$ cat config.mk
export PLATFORM = sky130hd
export DESIGN_NAME = lpm_timer_ctrl
export DESIGN_NICKNAME = d
export VERILOG_FILES = /design/src/rtl/pmc_pkg.sv /design/src/rtl/pmc_regs.sv /design/src/rtl/pmc_stab_timer.sv /design/src/rtl/pmc_fsm.sv /design/src/rtl/pmc_outmap.sv /design/src/rtl/lpm_timer_ctrl.sv
export SDC_FILE = /design/constraint.sdc
export NUM_CORES = 1
export LEC_CHECK = 0
export ABC_AREA = 0
export BUFFER_PORTS_ARGS = -buffer_cell sky130_fd_sc_hd__buf_2
export CAP_MARGIN = 20
export CORE_ASPECT_RATIO = 0.9
export CORE_MARGIN = 2
export CORE_UTILIZATION = 54
export DETAILED_ROUTE_END_ITERATION = 7
export PLACE_DENSITY_LB_ADDON = 0.2
export SETUP_SLACK_MARGIN = 0.5
export SLEW_MARGIN = 20
export SYNTH_ARGS = -nofsm -noshare
export SYNTH_HDL_FRONTEND = slang
export SYNTH_HIERARCHICAL = 1
export SYNTH_SLANG_ARGS = --single-unit
export TNS_END_PERCENT = 20
$ cat constraint.sdc
create_clock -name clk -period 5.2 [get_ports clk]
set_input_delay 0.52 -clock clk [delete_from_list [all_inputs] [get_ports clk]]
set_output_delay 0.52 -clock clk [all_outputs]
set_load 0.05 [all_outputs]
$ cat src/rtl/pmc_pkg.sv
package pmc_pkg;

    typedef enum logic [1:0] {
        PM_RUN   = 2'b00,
        PM_TIMER = 2'b01,
        PM_STAB  = 2'b10
    } pm_state_e;

    localparam int CTL_W       = 8;
    localparam int BIT_TMD     = 0;
    localparam int BIT_SPL     = 1;
    localparam int BIT_WSEL_LO = 2;

    localparam logic [2:0] IRQ_LVL_OFF = 3'b111;

endpackage

$ cat src/rtl/pmc_regs.sv
module pmc_regs
    import pmc_pkg::*;
#(
    parameter int WSEL_W = 2
) (
    input  logic              clk,
    input  logic              rst_n,
    input  logic              wr_ok,
    input  logic [CTL_W-1:0]  wdata,
    input  logic              scs,
    input  logic              irq_pend,
    input  logic              tm_exit,
    output logic              tmd,
    output logic              spl,
    output logic [WSEL_W-1:0] wsel,
    output logic [CTL_W-1:0]  rdata,
    output logic              enter_req
);

    localparam int USED_W = WSEL_W + 2;

    logic [CTL_W-1:USED_W] unused_wdata_hi;
    assign unused_wdata_hi = wdata[CTL_W-1:USED_W];

    // entry is accepted only from sub-clock operation with nothing pending
    assign enter_req = wr_ok && !scs && !wdata[BIT_TMD] && !irq_pend;

    always_ff @(posedge clk or negedge rst_n) begin
        if (!rst_n) begin
            tmd  <= 1'b1;
            spl  <= 1'b0;
            wsel <= '0;
        end else begin
            if (tm_exit) begin
                tmd <= 1'b1;
            end else if (wr_ok && !scs) begin
                tmd <= wdata[BIT_TMD] | irq_pend;
            end
            if (wr_ok) begin
                spl  <= wdata[BIT_SPL];
                wsel <= wdata[BIT_WSEL_LO +: WSEL_W];
            end
        end
    end

    assign rdata = CTL_W'({wsel, spl, tmd});

endmodule

$ cat src/rtl/pmc_stab_timer.sv
module pmc_stab_timer #(
    parameter int          WSEL_W = 2,
    parameter int unsigned WAIT_EXP [1<<WSEL_W] = '{10, 13, 15, 17}
) (
    input  logic              clk,
    input  logic              rst_n,
    input  logic              load,
    input  logic [WSEL_W-1:0] wsel,
    input  logic              active,
    output logic              expired
);

    localparam int NSEL = 1 << WSEL_W;

    function automatic int unsigned widest();
        int unsigned m;
        m = 1;
        for (int i = 0; i < NSEL; i++) begin
            if (WAIT_EXP[i] > m) m = WAIT_EXP[i];
        end
        return m;
    endfunction

    localparam int CNT_W = int'(widest());

    logic [CNT_W-1:0] load_tbl [NSEL];
    logic [CNT_W-1:0] cnt;

    for (genvar gi = 0; gi < NSEL; gi++) begin : g_load
        assign load_tbl[gi] = CNT_W'((64'd1 << WAIT_EXP[gi]) - 64'd1);
    end

    always_ff @(posedge clk or negedge rst_n) begin
        if (!rst_n) begin
            cnt <= '0;
        end else if (load) begin
            cnt <= load_tbl[wsel];
        end else if (active && (cnt != '0)) begin
            cnt <= cnt - 1'b1;
        end
    end

    assign expired = active && (cnt == '0);

endmodule

$ cat src/rtl/pmc_fsm.sv
module pmc_fsm
    import pmc_pkg::*;
(
    input  logic      clk,
    input  logic      rst_n,
    input  logic      enter_req,
    input  logic      irq_wake,
    input  logic      rst_req,
    input  logic      stab_expired,
    output pm_state_e state,
    output logic      tm_exit,
    output logic      stab_load,
    output logic      stab_active,
    output logic      rel
);

    pm_state_e state_nx;

    always_comb begin
        state_nx = state;
        unique case (state)
            PM_RUN:   if (enter_req) state_nx = PM_TIMER;
            PM_TIMER: begin
                if (rst_req)       state_nx = PM_STAB;
                else if (irq_wake) state_nx = PM_RUN;
            end
            PM_STAB:  if (stab_expired) state_nx = PM_RUN;
            default:  state_nx = PM_RUN;
        endcase
    end

    always_ff @(posedge clk or negedge rst_n) begin
        if (!rst_n) state <= PM_RUN;
        else        state <= state_nx;
    end

    always_ff @(posedge clk or negedge rst_n) begin
        if (!rst_n) rel <= 1'b0;
        else        rel <= (state == PM_STAB) && stab_expired;
    end

    assign tm_exit     = (state == PM_TIMER) && (rst_req || irq_wake);
    assign stab_load   = (state == PM_TIMER) && rst_req;
    assign stab_active = (state == PM_STAB);

endmodule

$ cat src/rtl/pmc_outmap.sv
module pmc_outmap
    import pmc_pkg::*;
(
    input  pm_state_e state,
    input  logic      spl,
    output logic      core_clk_en,
    output logic      sub_clk_en,
    output logic      watch_clk_en,
    output logic      pin_hold,
    output logic      pin_hiz
);

    always_comb begin
        sub_clk_en   = 1'b1;
        watch_clk_en = 1'b1;
        unique case (state)
            PM_RUN: begin
                core_clk_en = 1'b1;
                pin_hold    = 1'b0;
                pin_hiz     = 1'b0;
            end
            PM_TIMER, PM_STAB: begin
                core_clk_en = 1'b0;
                pin_hold    = !spl;
                pin_hiz     = spl;
            end
            default: begin
                core_clk_en = 1'b1;
                pin_hold    = 1'b0;
                pin_hiz     = 1'b0;
            end
        endcase
    end

endmodule

$ cat src/rtl/lpm_timer_ctrl.sv
module lpm_timer_ctrl
    import pmc_pkg::*;
#(
    parameter int          WSEL_W = 2,
    parameter int unsigned WAIT_EXP [1<<WSEL_W] = '{10, 13, 15, 17}
) (
    input  logic                clk,
    input  logic                rst_n,
    input  logic                scs,
    input  logic                reg_wr,
    input  logic [CTL_W-1:0]    reg_wdata,
    output logic [CTL_W-1:0]    reg_rdata,
    input  logic                irq_valid,
    input  logic [2:0]          irq_level,
    input  logic                rst_req,
    output logic [1:0]          mode,
    output logic                core_clk_en,
    output logic                sub_clk_en,
    output logic                watch_clk_en,
    output logic                pin_hold,
    output logic                pin_hiz,
    output logic                rst_release
);

    pm_state_e         state;
    logic              irq_qual;
    logic              wr_ok;
    logic              tmd;
    logic              spl;
    logic [WSEL_W-1:0] wsel;
    logic              enter_req;
    logic              tm_exit;
    logic              stab_load;
    logic              stab_active;
    logic              stab_expired;

    assign irq_qual = irq_valid && (irq_level != IRQ_LVL_OFF);
    assign wr_ok    = reg_wr && (state == PM_RUN);

    pmc_regs #(.WSEL_W(WSEL_W)) u_regs (
        .clk       (clk),
        .rst_n     (rst_n),
        .wr_ok     (wr_ok),
        .wdata     (reg_wdata),
        .scs       (scs),
        .irq_pend  (irq_qual),
        .tm_exit   (tm_exit),
        .tmd       (tmd),
        .spl       (spl),
        .wsel      (wsel),
        .rdata     (reg_rdata),
        .enter_req (enter_req)
    );

    pmc_stab_timer #(.WSEL_W(WSEL_W), .WAIT_EXP(WAIT_EXP)) u_stab (
        .clk     (clk),
        .rst_n   (rst_n),
        .load    (stab_load),
        .wsel    (wsel),
        .active  (stab_active),
        .expired (stab_expired)
    );

    pmc_fsm u_fsm (
        .clk          (clk),
        .rst_n        (rst_n),
        .enter_req    (enter_req),
        .irq_wake     (irq_qual),
        .rst_req      (rst_req),
        .stab_expired (stab_expired),
        .state        (state),
        .tm_exit      (tm_exit),
        .stab_load    (stab_load),
        .stab_active  (stab_active),
        .rel          (rst_release)
    );

    pmc_outmap u_out (
        .state        (state),
        .spl          (spl),
        .core_clk_en  (core_clk_en),
        .sub_clk_en   (sub_clk_en),
        .watch_clk_en (watch_clk_en),
        .pin_hold     (pin_hold),
        .pin_hiz      (pin_hiz)
    );

    assign mode = state;

    logic unused_tmd;
    assign unused_tmd = tmd;

endmodule

==> out/qor_table.md <==
| Quantity | This run | Unit |
|:---|:---|:---|
| TritonCTS Buffers | 3 | - |
| # setup viols final | 0 | - |
| Count of flip-flops with a built-in enable after synthesis | 0 | - |
| Largest vdd supply drop | 0.233 | mV |
| Crit path max fanout | 23 | - |
| Vias after detailed routing | 1253 | - |
| Worst setup path startpoint | u_fsm/state[1]$_DFFE_PN0P_ | - |
| Antenna violations before repair | 0 | - |
| Worst-Margin Slew | 0.832 | ns |
| First-pass GRT wire length | 5290 | µm |
| Final total negative setup slack | 0 | ns |
| Share of the clock period used by the worst path after layout | 0.461 | - |
| Startpoint-to-endpoint class of the critical path | flip-flop to flip-flop | - |
| Final hold violation count | 0 | - |
| Power share of the clock group | 0.118 | - |
| Register bit total from synthesis | 24 | - |
| Residual DRC count | 0 | - |
| Number of global-route vias before repair | 1173 | - |
| Most used standard cells in the synthesized netlist | dfrtp_1 (23), nor2_1 (15), buf_4 (10) | - |
| Synthesis-to-finish area growth | 7.42 | % |
| Switching part of the total | 0.478 | - |
| Maximum buffer depth of the clock tree | 2 | - |
| Worst min-delay path class | input pin to asynchronous set/reset pin | - |
| Worst R2R Path Depth | 5 | - |
| Crit path capture type | flip-flop | - |
| Average wire per standard cell | 15.1 | µm |
| Proportion of synthesized flip-flops having asynchronous set or reset | 1.00 | - |
| Antenna diode count | 0 | - |
| Setup slack on the worst flop-to-flop path | 2.80 | ns |
| Power density relative to cell area | 513 | nW/µm² |
| Area of all sequential standard cells | 602 | µm² |
| Level count of the clock H-tree | 1 | - |
| Total leakage power | 0.650 | nW |
| Seq pwr share | 0.449 | - |
| Dominant cell type by area after synthesis | dfrtp_1 | - |
| Required time worst endpoint | 5.46 | ns |
| DIE WIDTH | 60.5 | µm |
| Total number of nets in the final design | 194 | - |
| Total grt overflow | 0 | - |
| Origin of the critical flop-to-flop path | u_fsm/state[1]$_DFFE_PN0P_ | - |
| Pins over their slew limit | 0 | - |
| Global-route total usage across every layer | 0.214 | - |
| Synth top area share | 0.371 | - |
| Clock tree root buffer cell | clkbuf_4 | - |
| Leading cell types by total area after synthesis | dfrtp_1 (37%), buf_4 (4.8%), nor2_1 (3.6%) | - |
| Filler instances | 258 | - |
| Port-buffer cells | 22 | - |
| Number of buffers inserted by post-CTS setup repair | 0 | - |
| Antenna violation net count after detailed routing | 0 | - |
| Critical Path Source Type | flip-flop | - |
| Clock tree from TritonCTS | built | - |
| Average size of a mapped cell | 9.70 | µm² |
| Summed instance area of the synthesized netlist | 1550 | µm² |
| Routed WL | 3250 | µm |
| Cell Int Power | 0.446 | mW |
| Relative slew margins | 0.445 | - |
| Post-cts resize count | 0 | - |
| Worst flop-to-flop path endpoint | u_stab/cnt[15]$_DFFE_PN0P_ | - |
| Share of final-layout standard cells stronger than drive strength 1 | 0.240 | - |
| Sinks on the clock net | 24 | - |
| Synthesized netlist cell count | 160 | - |
| Fin crit period | 2.40 | ns |
| Yosys Warn Count | 6 | - |
| Max frequency | 0.418 | GHz |
| Floorplan Core Area | 2750 | µm² |
| Die ar. | 3320 | µm² |
| Via density | 5.83 | - |
| Core Rows | 18 | - |
| Sequential fraction of the synthesis area | 0.388 | - |
| Final weighted congestion in routability-driven placement | 0.849 | - |
| Result of the run | completed | - |
| Router iterations before antenna repair | 4 | - |
| Clk Latency, worst-skew pair | 0.31 | ns |
| Signal arrival time at the worst endpoint | 2.66 | ns |
| Dominant cell by count in the synthesized netlist | dfrtp_1 | - |
| Max-cap violations | 0 | - |
| RSZ-0062 raised after global routing | no | - |
| Setup skew after layout | 0.00724 | ns |
| Power share of the combinational group | 0.433 | - |
| Initial Util | 0.565 | - |
| Multi-input logic area | 846 | µm² |
| First DRT Iteration DRCs | 72 | - |
| Power dissipated by switching net loads | 0.408 | mW |
| HPWL reported at the end of detailed placement | 2350 | µm |
| Die Y-Extent | 54.9 | µm |
| Pwr Total | 0.854 | mW |
| Clock-pin slew on the worst setup and hold paths | 0.14 | ns |
| Hold buffer count at cts | 0 | - |
| Largest net degree at the start of global routing | 25 | - |
| Io pins | 33 | - |
| Post-synth cell types | 52 | - |
| Top FF cell, synth | dfrtp_1 | - |
| Hold Worst Slack | 0.167 | ns |
## cell usage in the layout, fill, tap and decap left out, drive strengths merged, types with 4 or more instances in the layout
| cell type | count |
|---|---|
| dfrtp | 23 |
| buf | 22 |
| nor2 | 15 |
| nor2b | 9 |
| nor4 | 8 |
| nand2 | 7 |
| inv | 6 |
| conb | 6 |
| a21oi | 6 |
| nand3 | 6 |
| mux2i | 5 |
| or4 | 5 |
| nor3 | 5 |
| a31oi | 4 |
| and2 | 4 |
| clkbuf | 4 |
## sequential cells by signal, indices dropped and copies added (netlist names)
signal	cells
u_stab/cnt	17
u_fsm/state	2
u_regs/wsel	2
u_fsm/rel	1
u_regs/spl	1
u_regs/tmd	1
## worst max path at each step
stage	end	slack [ns]	cells after the start
2_1_floorplan	pin_hold	2.56	2
3_3_place_gp	u_stab/cnt[15]$_DFFE_PN0P_	2.87	6
3_5_place_dp	u_stab/cnt[15]$_DFFE_PN0P_	2.78	6
4_1_cts	u_stab/cnt[15]$_DFFE_PN0P_	2.84	5
5_1_grt	u_stab/cnt[0]$_DFFE_PN0P_	2.67	5
6_report	u_stab/cnt[15]$_DFFE_PN0P_	2.80	5
## final cells by class
cell class | count | share of cell area
clock buffers | 4 | 0.0218
inverters | 6 | 0.0135
multi-input cells | 119 | 0.508
flip-flops and latches | 24 | 0.361
well taps | 40 | 0.0300
repair buffers | 22 | 0.0661
## routing by layer
metal  up-vias  track usage  part of all wire
met3         2       0.0284             0.032
met5         -            0                 0
li1        608            -                 -
met4         0       0.0725            0.0058
met2        30        0.361              0.48
met1       613        0.287              0.48
## metrics by stage
stage | instance area (µm²) | std cells | setup slack [ns] | util
detailed placement | 1630 | 211 | 2.78 | 0.593
floorplan | 1570 | 164 | 2.56 | -
global placement | 1630 | 211 | 2.87 | 0.593
global route | 1670 | 215 | 2.67 | 0.607
CTS | 1670 | 215 | 2.84 | 0.607
finish | 1670 | 215 | 2.80 | 0.607
## power by group through the flow
stage	Clock, mW	Sequential [mW]	Combinational [mW]
detailed placement	0	0.385	0.373
finish	0.100	0.384	0.370
global placement	0	0.377	0.361
global route	0.109	0.397	0.405
floorplan	0	0.397	0.289
CTS	0.104	0.382	0.374
## worst max-delay path, stage by stage (launching register included)
cell,delay (ns)
dfrtp_1,0.48
and3b_1,0.79
inv_1,0.40
and3_1,0.28
a41oi_1,0.22
o31a_1,0.16
## cells by family (layout without fill, tap and decap cells)
logic type      count (synthesis)  after routing  share of synthesized area
simple gates                   71             71                      0.311
xor+xnor                        1              1                    0.00565
buf+inv                        21             32                     0.0766
compound gates                 32             32                      0.152
mux                             8              8                     0.0540
other cells                     2              6                    0.00484
flops                          24             24                      0.388
fa+ha+maj                       1              1                    0.00806
No activity file was read; power rests on OpenSTA's default activity.
